File: src/rtl/burst_seq.sv
module burst_seq #(
  parameter int AW = 32,
  parameter int LW = 16
) (
  input  logic          clk,
  input  logic          rst_n,
  input  logic          start,
  input  logic [AW-1:0] src_addr,
  input  logic [AW-1:0] dst_addr,
  input  logic [LW-1:0] len,
  input  logic          src_inc,
  input  logic          dst_inc,
  input  logic          src_flow,
  input  logic          dst_flow,
  input  logic [1:0]    burst_size,
  input  logic          src_is_ext,
  input  logic          dst_is_ext,
  input  logic          align_en,
  input  logic [1:0]    width,
  input  logic          src_req,
  input  logic          dst_req,
  input  logic          burst_ack,
  output logic          busy,
  output logic          burst_valid,
  output logic [AW-1:0] burst_src,
  output logic [AW-1:0] burst_dst,
  output logic [5:0]    burst_bytes,
  output logic [LW-1:0] remaining,
  output logic          done,
  output logic          err
);
  localparam int BW = 6;

  logic [AW-1:0] s_addr, d_addr;
  logic [LW-1:0] rem;
  logic [BW-1:0] bsz;
  logic s_inc, d_inc, s_flw, d_flw, s_ext, d_ext, aln;
  logic busy_q, done_q, err_q;

  function automatic logic [BW-1:0] size_of(input logic [1:0] code);
    case (code)
      2'b00:   size_of = BW'(8);
      2'b01:   size_of = BW'(16);
      default: size_of = BW'(32);
    endcase
  endfunction

  function automatic logic [AW-1:0] shape(input logic [AW-1:0] a, input logic ext, input logic pass);
    if (pass)     shape = a;
    else if (ext) shape = a & ~AW'(7);
    else          shape = a & ~AW'(3);
  endfunction

  wire bad_width = src_is_ext & dst_is_ext & (width != 2'b00);
  wire [LW-1:0] bsz_l = LW'(bsz);
  wire [LW-1:0] step  = (rem < bsz_l) ? rem : bsz_l;
  wire go   = busy_q & (~s_flw | src_req) & (~d_flw | dst_req);
  wire fire = go & burst_ack;
  wire last = fire & (rem == step);

  always_ff @(posedge clk or negedge rst_n) begin
    if (!rst_n) begin
      s_addr <= '0;
      d_addr <= '0;
      rem    <= '0;
      bsz    <= BW'(8);
      s_inc  <= 1'b0;
      d_inc  <= 1'b0;
      s_flw  <= 1'b0;
      d_flw  <= 1'b0;
      s_ext  <= 1'b0;
      d_ext  <= 1'b0;
      aln    <= 1'b0;
      busy_q <= 1'b0;
      done_q <= 1'b0;
      err_q  <= 1'b0;
    end else begin
      done_q <= 1'b0;
      err_q  <= 1'b0;
      if (!busy_q && start) begin
        if (bad_width) begin
          err_q <= 1'b1;
        end else if (len == '0) begin
          done_q <= 1'b1;
        end else begin
          s_addr <= src_addr;
          d_addr <= dst_addr;
          rem    <= len;
          bsz    <= size_of(burst_size);
          s_inc  <= src_inc;
          d_inc  <= dst_inc;
          s_flw  <= src_flow;
          d_flw  <= dst_flow;
          s_ext  <= src_is_ext;
          d_ext  <= dst_is_ext;
          aln    <= align_en;
          busy_q <= 1'b1;
        end
      end else if (fire) begin
        rem <= rem - step;
        if (s_inc) s_addr <= s_addr + AW'(step);
        if (d_inc) d_addr <= d_addr + AW'(step);
        if (last) begin
          busy_q <= 1'b0;
          done_q <= 1'b1;
        end
      end
    end
  end

  assign busy        = busy_q;
  assign done        = done_q;
  assign err         = err_q;
  assign burst_valid = go;
  assign burst_src   = shape(s_addr, s_ext, aln);
  assign burst_dst   = shape(d_addr, d_ext, aln);
  assign burst_bytes = step[BW-1:0];
  assign remaining   = rem;
endmodule

File: config.mk
export PLATFORM = sky130hd
export DESIGN_NAME = burst_seq
export DESIGN_NICKNAME = d
export VERILOG_FILES = /design/src/rtl/burst_seq.sv
export SDC_FILE = /design/constraint.sdc
export NUM_CORES = 1
export LEC_CHECK = 0
export BUFFER_PORTS_ARGS = -buffer_cell sky130_fd_sc_hd__buf_2
export CORE_MARGIN = 2
export CORE_UTILIZATION = 53
export DETAILED_ROUTE_END_ITERATION = 16
export GPL_TIMING_DRIVEN = 0
export PLACE_DENSITY = 0.8
export SYNTH_ARGS = -nofsm -noshare
export SYNTH_HDL_FRONTEND = slang
export SYNTH_SLANG_ARGS = --single-unit
File: constraint.sdc
create_clock -name clk -period 10.8 [get_ports clk]
set_input_delay 1.08 -clock clk [delete_from_list [all_inputs] [get_ports clk]]
set_output_delay 1.08 -clock clk [all_outputs]
set_load 0.005 [all_outputs]
* After elaboration in Yosys (flattened, before gate mapping)
Index checks and enable logic that the tools add are counted.
Widths: inputs -> output; s select.
** Cells by class
- Muxes and demuxes :: 32
- Shift operators :: 0
- Eq/ne operators :: 4
- Add/sub/neg operators :: 3
- Bitwise operators :: 12
- Divide/modulo/power cells :: 0
- Multiply operators :: 0
- Reduce and logical (&&, ||, !) cells :: 14
- Order comparisons :: 1
** Operator list (count)
- $mux 32 :: 10
- $mux 16 :: 5
- $add 32x16->32 :: 2
- $eq 16x16->1 :: 1
- $logic_not 16->1 :: 1
- $lt 16x6->1 :: 1
- $sub 16x16->16 :: 1
- $mux 1 :: 12
- $mux 3 :: 4
- $pmux 6 s2 :: 1
- $reduce_and 4->1 :: 3
- $reduce_bool 2->1 :: 5
- $and 1x1->1 :: 6
- $reduce_and 3->1 :: 2
- $ne 2x2->1 const B :: 2
- $not 1->1 :: 4
- $eq 2x1->1 const B :: 1
- $logic_not 2->1 :: 1
- $or 1x1->1 :: 2
- $logic_and 1x1->1 :: 1
- $logic_not 1->1 :: 1
** Word-level totals
- ROM bits :: 0
- Latch bits :: 0
- Register bits after elaboration :: 96
- Memory bits (writable) :: 0
- Input port bits :: 97
- Memories :: 0
- Word-level logic and storage cells :: 80

* Depth between registers and ports, before layout
Gate-level depths: netlist of the first run.
- Word-level depth :: 9
- Depth in mapped cells :: 15
- Depth with buffers taken out :: 14

* Least setup slack after synthesis of the first run
No wires, ideal clock.
- Kind :: reg2reg
- Start point :: register rem[8], in the netlist remaining[8]
- End point :: register s_addr[20]
- Data arrival time :: 4.033 ns
- Slack :: 6.646 ns
- Required time :: 10.679 ns
- Stages on the path, launching flop included :: 15
- Clock period less this slack :: 4.154 ns
- Cells stage by stage :: dfrtp_1 > or4_1 > buf_2 > nor4_4 > o211ai_1 > clkbuf_1 > mux2_2 > ha_1 > a21o_1 > a21o_1 > a211o_1 > a2111oi_2 > nor3_1 > o21a_1 > o22a_1
** Between the ends
- Longest elaborated chain between the ends :: 6
** RTL lines
- start, declared :: line 35 : logic [LW-1:0] rem;
- start signal, assigned :: line 88 : rem <= len;
- start signal, assigned :: line 100 : rem <= rem - step;
- $lt 16x6->1 :: line 56 : wire [LW-1:0] step = (rem < bsz_l) ? rem : bsz_l;
- $mux 16 :: line 56
- via burst_bytes[5] :: line 27 : output logic [5:0] burst_bytes,
- $add 32x16->32 :: line 101 : if (s_inc) s_addr <= s_addr + AW'(step);
- $mux 32 :: line 101
- $mux 32 :: line 99 : end else if (fire) begin
- $mux 32 :: line 80 : if (!busy_q && start) begin
- end signal, assigned :: line 86 : s_addr <= src_addr;
- end signal, assigned :: line 101
- end, declared :: line 34 : logic [AW-1:0] s_addr, d_addr;
The timed path passes the listed nets, and every way through them passes these cells. The select of a mux whose other input is x is not followed.
A chain may end at the register's enable or synchronous reset.

* Worst setup path after layout of the first run
- Start point :: register rem[8], in the netlist remaining[8]
- End point :: register d_addr[28]
** Between the ends
- Longest elaborated chain between the ends :: 6
** RTL lines
- $lt 16x6->1 :: line 56
- $mux 16 * :: line 56
- $add 32x16->32 * :: line 102 : if (d_inc) d_addr <= d_addr + AW'(step);
- $mux 32 * :: line 102
- $mux 32 * :: line 99
- $mux 32 * :: line 80
- end signal, assigned :: line 87 : d_addr <= dst_addr;
- end signal, assigned :: line 102
- end, declared :: line 34
Every way passes the cells marked *; elsewhere a longest branch is shown, timed or not. The select of a mux whose other input is x is not followed.

==> results by group, run 1 <==
Power
  – Leakage power: 4.12 nW
  – Pwr dens: 267 mW/mm^2
  – Psw: 1.06 mW
  – Clock power frac: 0.140
  – Maximum VDD drop: 0.132 mV
  – Switch share: 0.446
  – Reg power frac: 0.275
  – Pwr Total: 2.37 mW
  – Internal: 1.31 mW
  – Combinational Power Share: 0.585

Layout
  – Layout cells sized above 1: 0.244
  – Final nets: 1275
  – Fill count: 1248
  – # diodes: 0
  – Syn-to-layout area delta: 21.2%
  – Cell area after layout: 0.00884 sq mm
  – Most frequent cells in the layout: buf_2, nand2_1, nor2_1, dfrtp_1, a21oi_1
  – Commonest non-fill, non-tap cell in the layout: buf_2
  – Non-Filler Instances: 1318

Place
  – Post-placement cell area: 0.00855 sq mm
  – Cells after DPL: 1303
  – RePlAce Congestion: 0.955
  – DP HPWL: 17.7 mm
  – Port bufs: 186
  – Pre-CTS WS: 5.89 ns

Worst hold path
  – Type of the tightest min-delay check: flip-flop to flip-flop
  – Worst-case hold path end point: s_ext$_DFFE_PN0P_
  – Hold Crit Start: s_ext$_DFFE_PN0P_
  – Hold path depth: 2

Critical path
  – Flop-to-flop setup slack: 5.78 ns
  – Critical Path AT: 5.27 ns
  – Startpoint types: flip-flop
  – Worst path cell trace: or4_1, buf_2, nor4_4, o211ai_1, clkbuf_1, nor2_1, ha_1, fa_1, a21o_1, a21oi_1, o211ai_1, o2bb2ai_1, o21ai_1, or4_1, o211a_1
  – R2R Path End: d_addr[28]$_DFFE_PN0P_
  – Worst path max stage delay: 0.55 ns
  – Worst R2R Path Depth: 15
  – CP required: 11.05 ns
  – CP max FO: 10
  – Worst Setup End Kind: flip-flop
  – Worst path bufs/invs: 2
  – Reg-to-Reg Start: remaining[8]$_DFFE_PN0P_
  – Largest delay contributor family on the critical path: simple AND/OR/NAND/NOR gates
  – Crit Path Class: flip-flop to flip-flop
  – Worst path slowest cell: or4_1

GRT
  – Largest net degree at the start of global routing: 57
  – First-pass GRT wire length: 37.4 mm
  – Global-route usage over all layers: 0.330
  – GR Overflow Total: 0
  – Initial antenna violation count: 0
  – Vias in the first global route: 7246

STA
  – Fin. Hold Viols: 0
  – RSZ-0062 raised after global routing: no
  – Fin Clk Skew: 0.00632 ns
  – F_max: 199 MHz
  – Worst-margin pin slew: 0.888 ns
  – Worst slew margin: 0.403
  – Final setup vio count: 0
  – Fin. max-slew vios: 0
  – Final TNS setup: 0 ns
  – Fin crit share: 0.465
  – Worst setup margin: 5.78 ns
  – Fin crit period: 5.02 ns

Clocking
  – Reg clk slew, reported paths: 0.07 ns
  – CTS root buf: clkbuf_16
  – Clock sink total: 93
  – Number of buffers created by CTS: 9
  – Post-CTS sizing: 0
  – Worst skew pair latency: 0.36 ns
  – CTS tree: yes
  – Clk buf depth: 2
  – H-tree levels: 3
  – CTS Hold Bufs: 0
  – # Post-CTS Setup Buffers: 0

Route
  – Drt wl/cell: 18.4 microns
  – Total Wirelength: 24.3 mm
  – Remaining antenna violation count: 0
  – Initial DRC Count: 768
  – Drt drc: 0
  – Vias per inst: 5.99
  – Via count: 7900
  – First-pass iteration count of the detailed router: 6

Synthesis
  – Yosys Warn Count: 0
  – FFs w/ async S/R, synth: 1.00
  – Mapped Cells: 921
  – Synth Cell Area: 0.00730 sq mm
  – EDFF count, synth: 0
  – Yosys cell types: 73
  – Yosys reg bits: 93
  – Avg Cell Area, Syn: 7.92 sq um
  – Dominant synthesized flop cell: dfrtp_1
  – Sequential fraction of the synthesis area: 0.319

Die
  – Row count: 42
  – Initial Util: 0.547
  – Die height: 121 microns
  – Die Area: 0.0147 sq mm
  – Die width: 121 microns
  – Top Ports: 187
  – Core Box Area: 0.0133 sq mm

Outcome
  – Outcome: complete, no violations

Flow run
  – Max capacitance violation total: 0
## logic make-up after synthesis
kind of cell    after synthesis  share of synthesized area
xor+xnor                     22                     0.0264
other cells                   2                    0.00103
mux                           6                    0.00891
buf+inv                     127                     0.0957
simple gates                342                      0.224
compound gates              289                      0.255
fa+ha+maj                    40                     0.0706
flops                        93                      0.319
## cell type report
class | count | area (sq um) | share of cell area
clock buffer | 14 | 264 | 0.0298
multi-input combinational | 720 | 4340 | 0.491
buffer | 107 | 623 | 0.0704
tap | 176 | 220 | 0.0249
sequential | 93 | 2330 | 0.263
clock inverter | 1 | 30.0 | 0.00340
inverter | 20 | 75.1 | 0.00849
timing repair buffer | 187 | 961 | 0.109
## Yosys cell counts, types with 5 or more instances
cell,instances,area share
nor4_1,14,0.012
o21ai_0,64,0.044
clkbuf_1,42,0.022
and2_1,6,0.0051
a21o_1,18,0.019
o2bb2ai_1,5,0.0060
nand2b_1,9,0.0077
dfrtp_1,92,0.32
nand3_1,24,0.016
a211oi_1,17,0.017
or3_1,15,0.013
nor3_1,24,0.016
o31ai_1,5,0.0051
o22ai_1,10,0.0086
a21oi_1,80,0.055
nand4_1,13,0.011
buf_4,58,0.060
o211ai_1,11,0.011
xor2_1,11,0.013
inv_1,20,0.010
and3_1,12,0.010
xnor2_1,11,0.013
a31oi_1,16,0.014
nand2_1,102,0.052
o21a_1,7,0.0072
nor2b_1,5,0.0043
a22oi_1,5,0.0051
ha_1,38,0.065
nor2_1,96,0.049
## flip-flops by register name (all words and copies together), names as in the netlist
| name | cells |
|---|---|
| busy | 1 |
| remaining | 16 |
| d_inc | 1 |
| s_addr | 32 |
| s_ext | 1 |
| s_inc | 1 |
| d_ext | 1 |
| d_flw | 1 |
| err | 1 |
| s_flw | 1 |
| d_addr | 32 |
| bsz | 3 |
| done | 1 |
| aln | 1 |
## worst min-delay path, stage by stage (launching register included)
cell     delay (ns)
dfrtp_1        0.34
nand2_1        0.05
nand2_1        0.06
## power groups by stage
stage / Combinational [mW] / Sequential, mW / Clock (mW)
6_report: 1.38 / 0.650 / 0.332
5_1_grt: 1.54 / 0.668 / 0.351
4_1_cts: 1.35 / 0.644 / 0.334
3_5_place_dp: 1.34 / 0.648 / 0
3_3_place_gp: 1.31 / 0.646 / 0
2_1_floorplan: 0.993 / 0.606 / 0
## worst max-delay path by stage
stage / slack, ns / endpoint / cells after the start / start
floorplan: 6.65 / s_addr[20]$_DFFE_PN0P_ / 14 / remaining[8]$_DFFE_PN0P_
global placement: 5.92 / d_addr[28]$_DFFE_PN0P_ / 15 / remaining[8]$_DFFE_PN0P_
detailed placement: 5.89 / d_addr[28]$_DFFE_PN0P_ / 15 / remaining[8]$_DFFE_PN0P_
CTS: 5.83 / s_addr[20]$_DFFE_PN0P_ / 14 / remaining[8]$_DFFE_PN0P_
global route: 5.44 / s_addr[24]$_DFFE_PN0P_ / 14 / remaining[8]$_DFFE_PN0P_
finish: 5.78 / d_addr[28]$_DFFE_PN0P_ / 15 / remaining[8]$_DFFE_PN0P_
## stage by stage
stage / hold slack (ns) / utilization
after detailed placement: 0.457 / 0.641
after global placement: 0.453 / 0.638
after floorplan: 0.438 / -
after global routing: 0.487 / 0.663
after CTS: 0.475 / 0.663
final: 0.479 / 0.663
## layer usage
| metal | global-route usage | part of all wire | up-vias |
|---|---|---|---|
| met4 | 0.182 | 0.050 | 0 |
| met1 | 0.437 | 0.42 | 3645 |
| li1 | - | - | 3716 |
| met5 | 0 | 0 | - |
| met2 | 0.500 | 0.44 | 447 |
| met3 | 0.0728 | 0.095 | 92 |
Note: power is estimated with default switching activity, not from simulation.
==> run 2, diff against run 1 <==
--- a/config.mk
+++ b/config.mk
@@ -7,10 +7,10 @@
 export LEC_CHECK = 0
 export BUFFER_PORTS_ARGS = -buffer_cell sky130_fd_sc_hd__buf_2
 export CORE_MARGIN = 2
-export CORE_UTILIZATION = 53
+export CORE_UTILIZATION = 49
 export DETAILED_ROUTE_END_ITERATION = 16
 export GPL_TIMING_DRIVEN = 0
-export PLACE_DENSITY = 0.8
+export PLACE_DENSITY = 0.78
 export SYNTH_ARGS = -nofsm -noshare
 export SYNTH_HDL_FRONTEND = slang
 export SYNTH_SLANG_ARGS = --single-unit
==> constraint.sdc (replaced) <==
create_clock -name clk -period 4.52 [get_ports clk]
set_input_delay 0.452 -clock clk [delete_from_list [all_inputs] [get_ports clk]]
set_output_delay 0.452 -clock clk [all_outputs]
set_load 0.005 [all_outputs]
==> run 2 against run 1 <==
Against the previous run: non-clock buffer count up 3; sequential cell count unchanged; fmax up 13%; critical path type unchanged; power up 140%.
==> results by group, run 2 (same netlist as run 1, synthesis figures left out) <==
Layout
  – Layout cells sized above 1: 0.261 (+0.0166)
  – Commonest non-fill, non-tap cell in the layout: buf_2
  – Final nets: 1278 (+0.24%)
  – Syn-to-layout area delta: 23.3%
  – FF/Latch Area: 0.00233 sq mm (unchanged)
  – Most frequent cells in the layout: buf_2, nand2_1, nor2_1, dfrtp_1, a21oi_1
  – Fin util: 0.619 (-0.0437)
  – Area occupied by multi-input gates: 0.00445 sq mm (+2.5%)
  – Fill count: 1364 (+9.3%)
  – # diodes: 0 (unchanged)

Critical path
  – Flop-to-flop setup slack: 0.07 ns (-5.71 ns)
  – Critical Path AT: 4.65 ns (-0.62 ns)
  – CP max FO: 10 (unchanged)
  – CP required: 4.72 ns (-6.33 ns)
  – Worst Setup End Kind: flip-flop
  – Crit Path Class: flip-flop to flip-flop
  – Startpoint types: flip-flop

Outcome
  – Outcome: complete, no violations

Route
  – Via count: 7961 (+0.77%)
  – Drt wl/cell: 18.8 microns (+2.2%)
  – Initial DRC Count: 697 (-9.2%)
  – Total Wirelength: 25.1 mm (+3.1%)
  – Remaining antenna violation count: 0 (unchanged)
  – Drt drc: 0 (unchanged)
  – Vias per inst: 5.99 (-0.14%)
  – First-pass iteration count of the detailed router: 5 (-1)

Power
  – Pwr dens: 642 mW/mm^2 (+140%)
  – Switch share: 0.452 (+0.00626)
  – Leakage power: 4.16 nW (+1.0%)
  – Psw: 2.61 mW (+150%)
  – Pwr Total: 5.78 mW (+140%)
  – Combinational Power Share: 0.593 (+0.008)
  – Clock power frac: 0.138 (-0.002)
  – Reg power frac: 0.270 (-0.005)
  – Maximum VDD drop: 0.314 mV (+140%)
  – Internal: 3.16 mW (+140%)

Worst hold path
  – Type of the tightest min-delay check: input pin to asynchronous set/reset pin

STA
  – Worst-margin pin slew: 0.868 ns (-0.0204 ns)
  – Fin crit period: 4.45 ns (-0.572 ns)
  – Worst slew margin: 0.421 (+0.0181)
  – Final setup vio count: 0 (unchanged)
  – F_max: 225 MHz (+13%)
  – Fin. max-slew vios: 0 (unchanged)
  – Fin Clk Skew: 0.0132 ns (+0.00691 ns)
  – Fin crit share: 0.984 (+0.520)
  – Fin. Hold Viols: 0 (unchanged)

Flow run
  – Max capacitance violation total: 0 (unchanged)

Die
  – Die width: 126 microns (+3.9%)
  – Top Ports: 187 (unchanged)
  – Die Area: 0.0159 sq mm (+7.9%)
  – Die height: 126 microns (+3.9%)
  – Core Box Area: 0.0145 sq mm (+8.9%)
  – Initial Util: 0.502 (-0.0446)
  – Row count: 44 (+4.8%)

GRT
  – Largest net degree at the start of global routing: 64 (+12%)
  – First-pass GRT wire length: 38.4 mm (+2.8%)
  – GR Overflow Total: 0 (unchanged)
  – Global-route usage over all layers: 0.306 (-0.0235)
  – Initial antenna violation count: 0 (unchanged)
  – Vias in the first global route: 7303 (+0.79%)

Clocking
  – CTS root buf: clkbuf_16
  – H-tree levels: 3 (unchanged)
  – Reg clk slew, reported paths: 0.07 ns (about the same)
  – Clk buf depth: 2 (unchanged)
  – Number of buffers created by CTS: 9 (unchanged)
  – CTS Hold Bufs: 0 (unchanged)
  – Worst skew pair latency: 0.36 ns (about the same)
  – CTS tree: yes
  – Clock sink total: 93 (unchanged)

Place
  – Port bufs: 186 (unchanged)
  – DP HPWL: 18.0 mm (+1.5%)
  – RePlAce Congestion: 0.945 (-1.1%)
[run 2: power groups by stage]
stage / Combinational (mW) / Clock (mW) / Sequential (mW)
floorplan: 2.37 / 0 / 1.45
CTS: 3.27 / 0.790 / 1.54
detailed placement: 3.21 / 0 / 1.56
finish: 3.42 / 0.795 / 1.56
global placement: 3.15 / 0 / 1.54
global route: 3.78 / 0.828 / 1.61
[run 2: worst max-delay path, cell delays in order, from the launching register on]
cell       delay, ns
dfrtp_1         0.43
or4_1           0.52
buf_2           0.17
nor4_4          0.36
o211ai_1        0.21
buf_6           0.20
mux2_4          0.37
ha_2            0.33
a21o_1          0.16
a21o_1          0.16
a211o_1         0.35
a2111oi_4       0.31
buf_4           0.20
buf_4           0.14
o21ai_0         0.09
a21oi_1         0.21
a21oi_1         0.07
[run 2: what timing repair did]
item / CTS / global route
setup buffers: 1 / 3
pin swaps: 1 / 5
endpoints found under the setup margin: 21 / 23
resized for setup: 9 / 18
[run 2: per-layer routing]
metal,track usage,wire length [microns],vias up
met5,0,0,-
met4,0.146,964,0
met3,0.0493,2400,73
met2,0.461,11200,469
met1,0.430,10500,3697
li1,-,-,3722
[run 2: worst paths after layout]
path	end	depth (start not counted)	startpoint
max in group asynchronous	bsz[3]$_DFFE_PN1P_	2	rst_n
min	s_addr[20]$_DFFE_PN0P_	1	rst_n
max	s_addr[16]$_DFFE_PN0P_	16	remaining[8]$_DFFE_PN0P_
min reg2reg	d_addr[31]$_DFFE_PN0P_	1	d_addr[31]$_DFFE_PN0P_
max reg2reg	s_addr[16]$_DFFE_PN0P_	16	remaining[8]$_DFFE_PN0P_
min in group clk	s_inc$_DFFE_PN0P_	3	src_inc
[run 2: layout make-up]
type                    instances  share of cell area
clock inverters                 4             0.00529
flip-flops and latches         93               0.259
repair buffers                191               0.110
inverters                      20             0.00834
clock buffers                  12              0.0274
plain buffers                 106              0.0697
well taps                     184              0.0256
multi-input cells             720               0.495
[run 2: through the flow]
step                hold WS [ns]  TNS (ns)  cells  setup slack [ns]  cell area, sq um
finish                    0.0448         0   1330            0.0703              9000
global route              0.0804   -0.0619   1330           -0.0297              9000
CTS                       0.0597         0   1328           0.00302              8900
detailed placement         0.432     -2.58   1311            -0.404              8560
global placement           0.464     -2.42   1310            -0.364              8530
floorplan                  0.156         0    940             0.366              7370
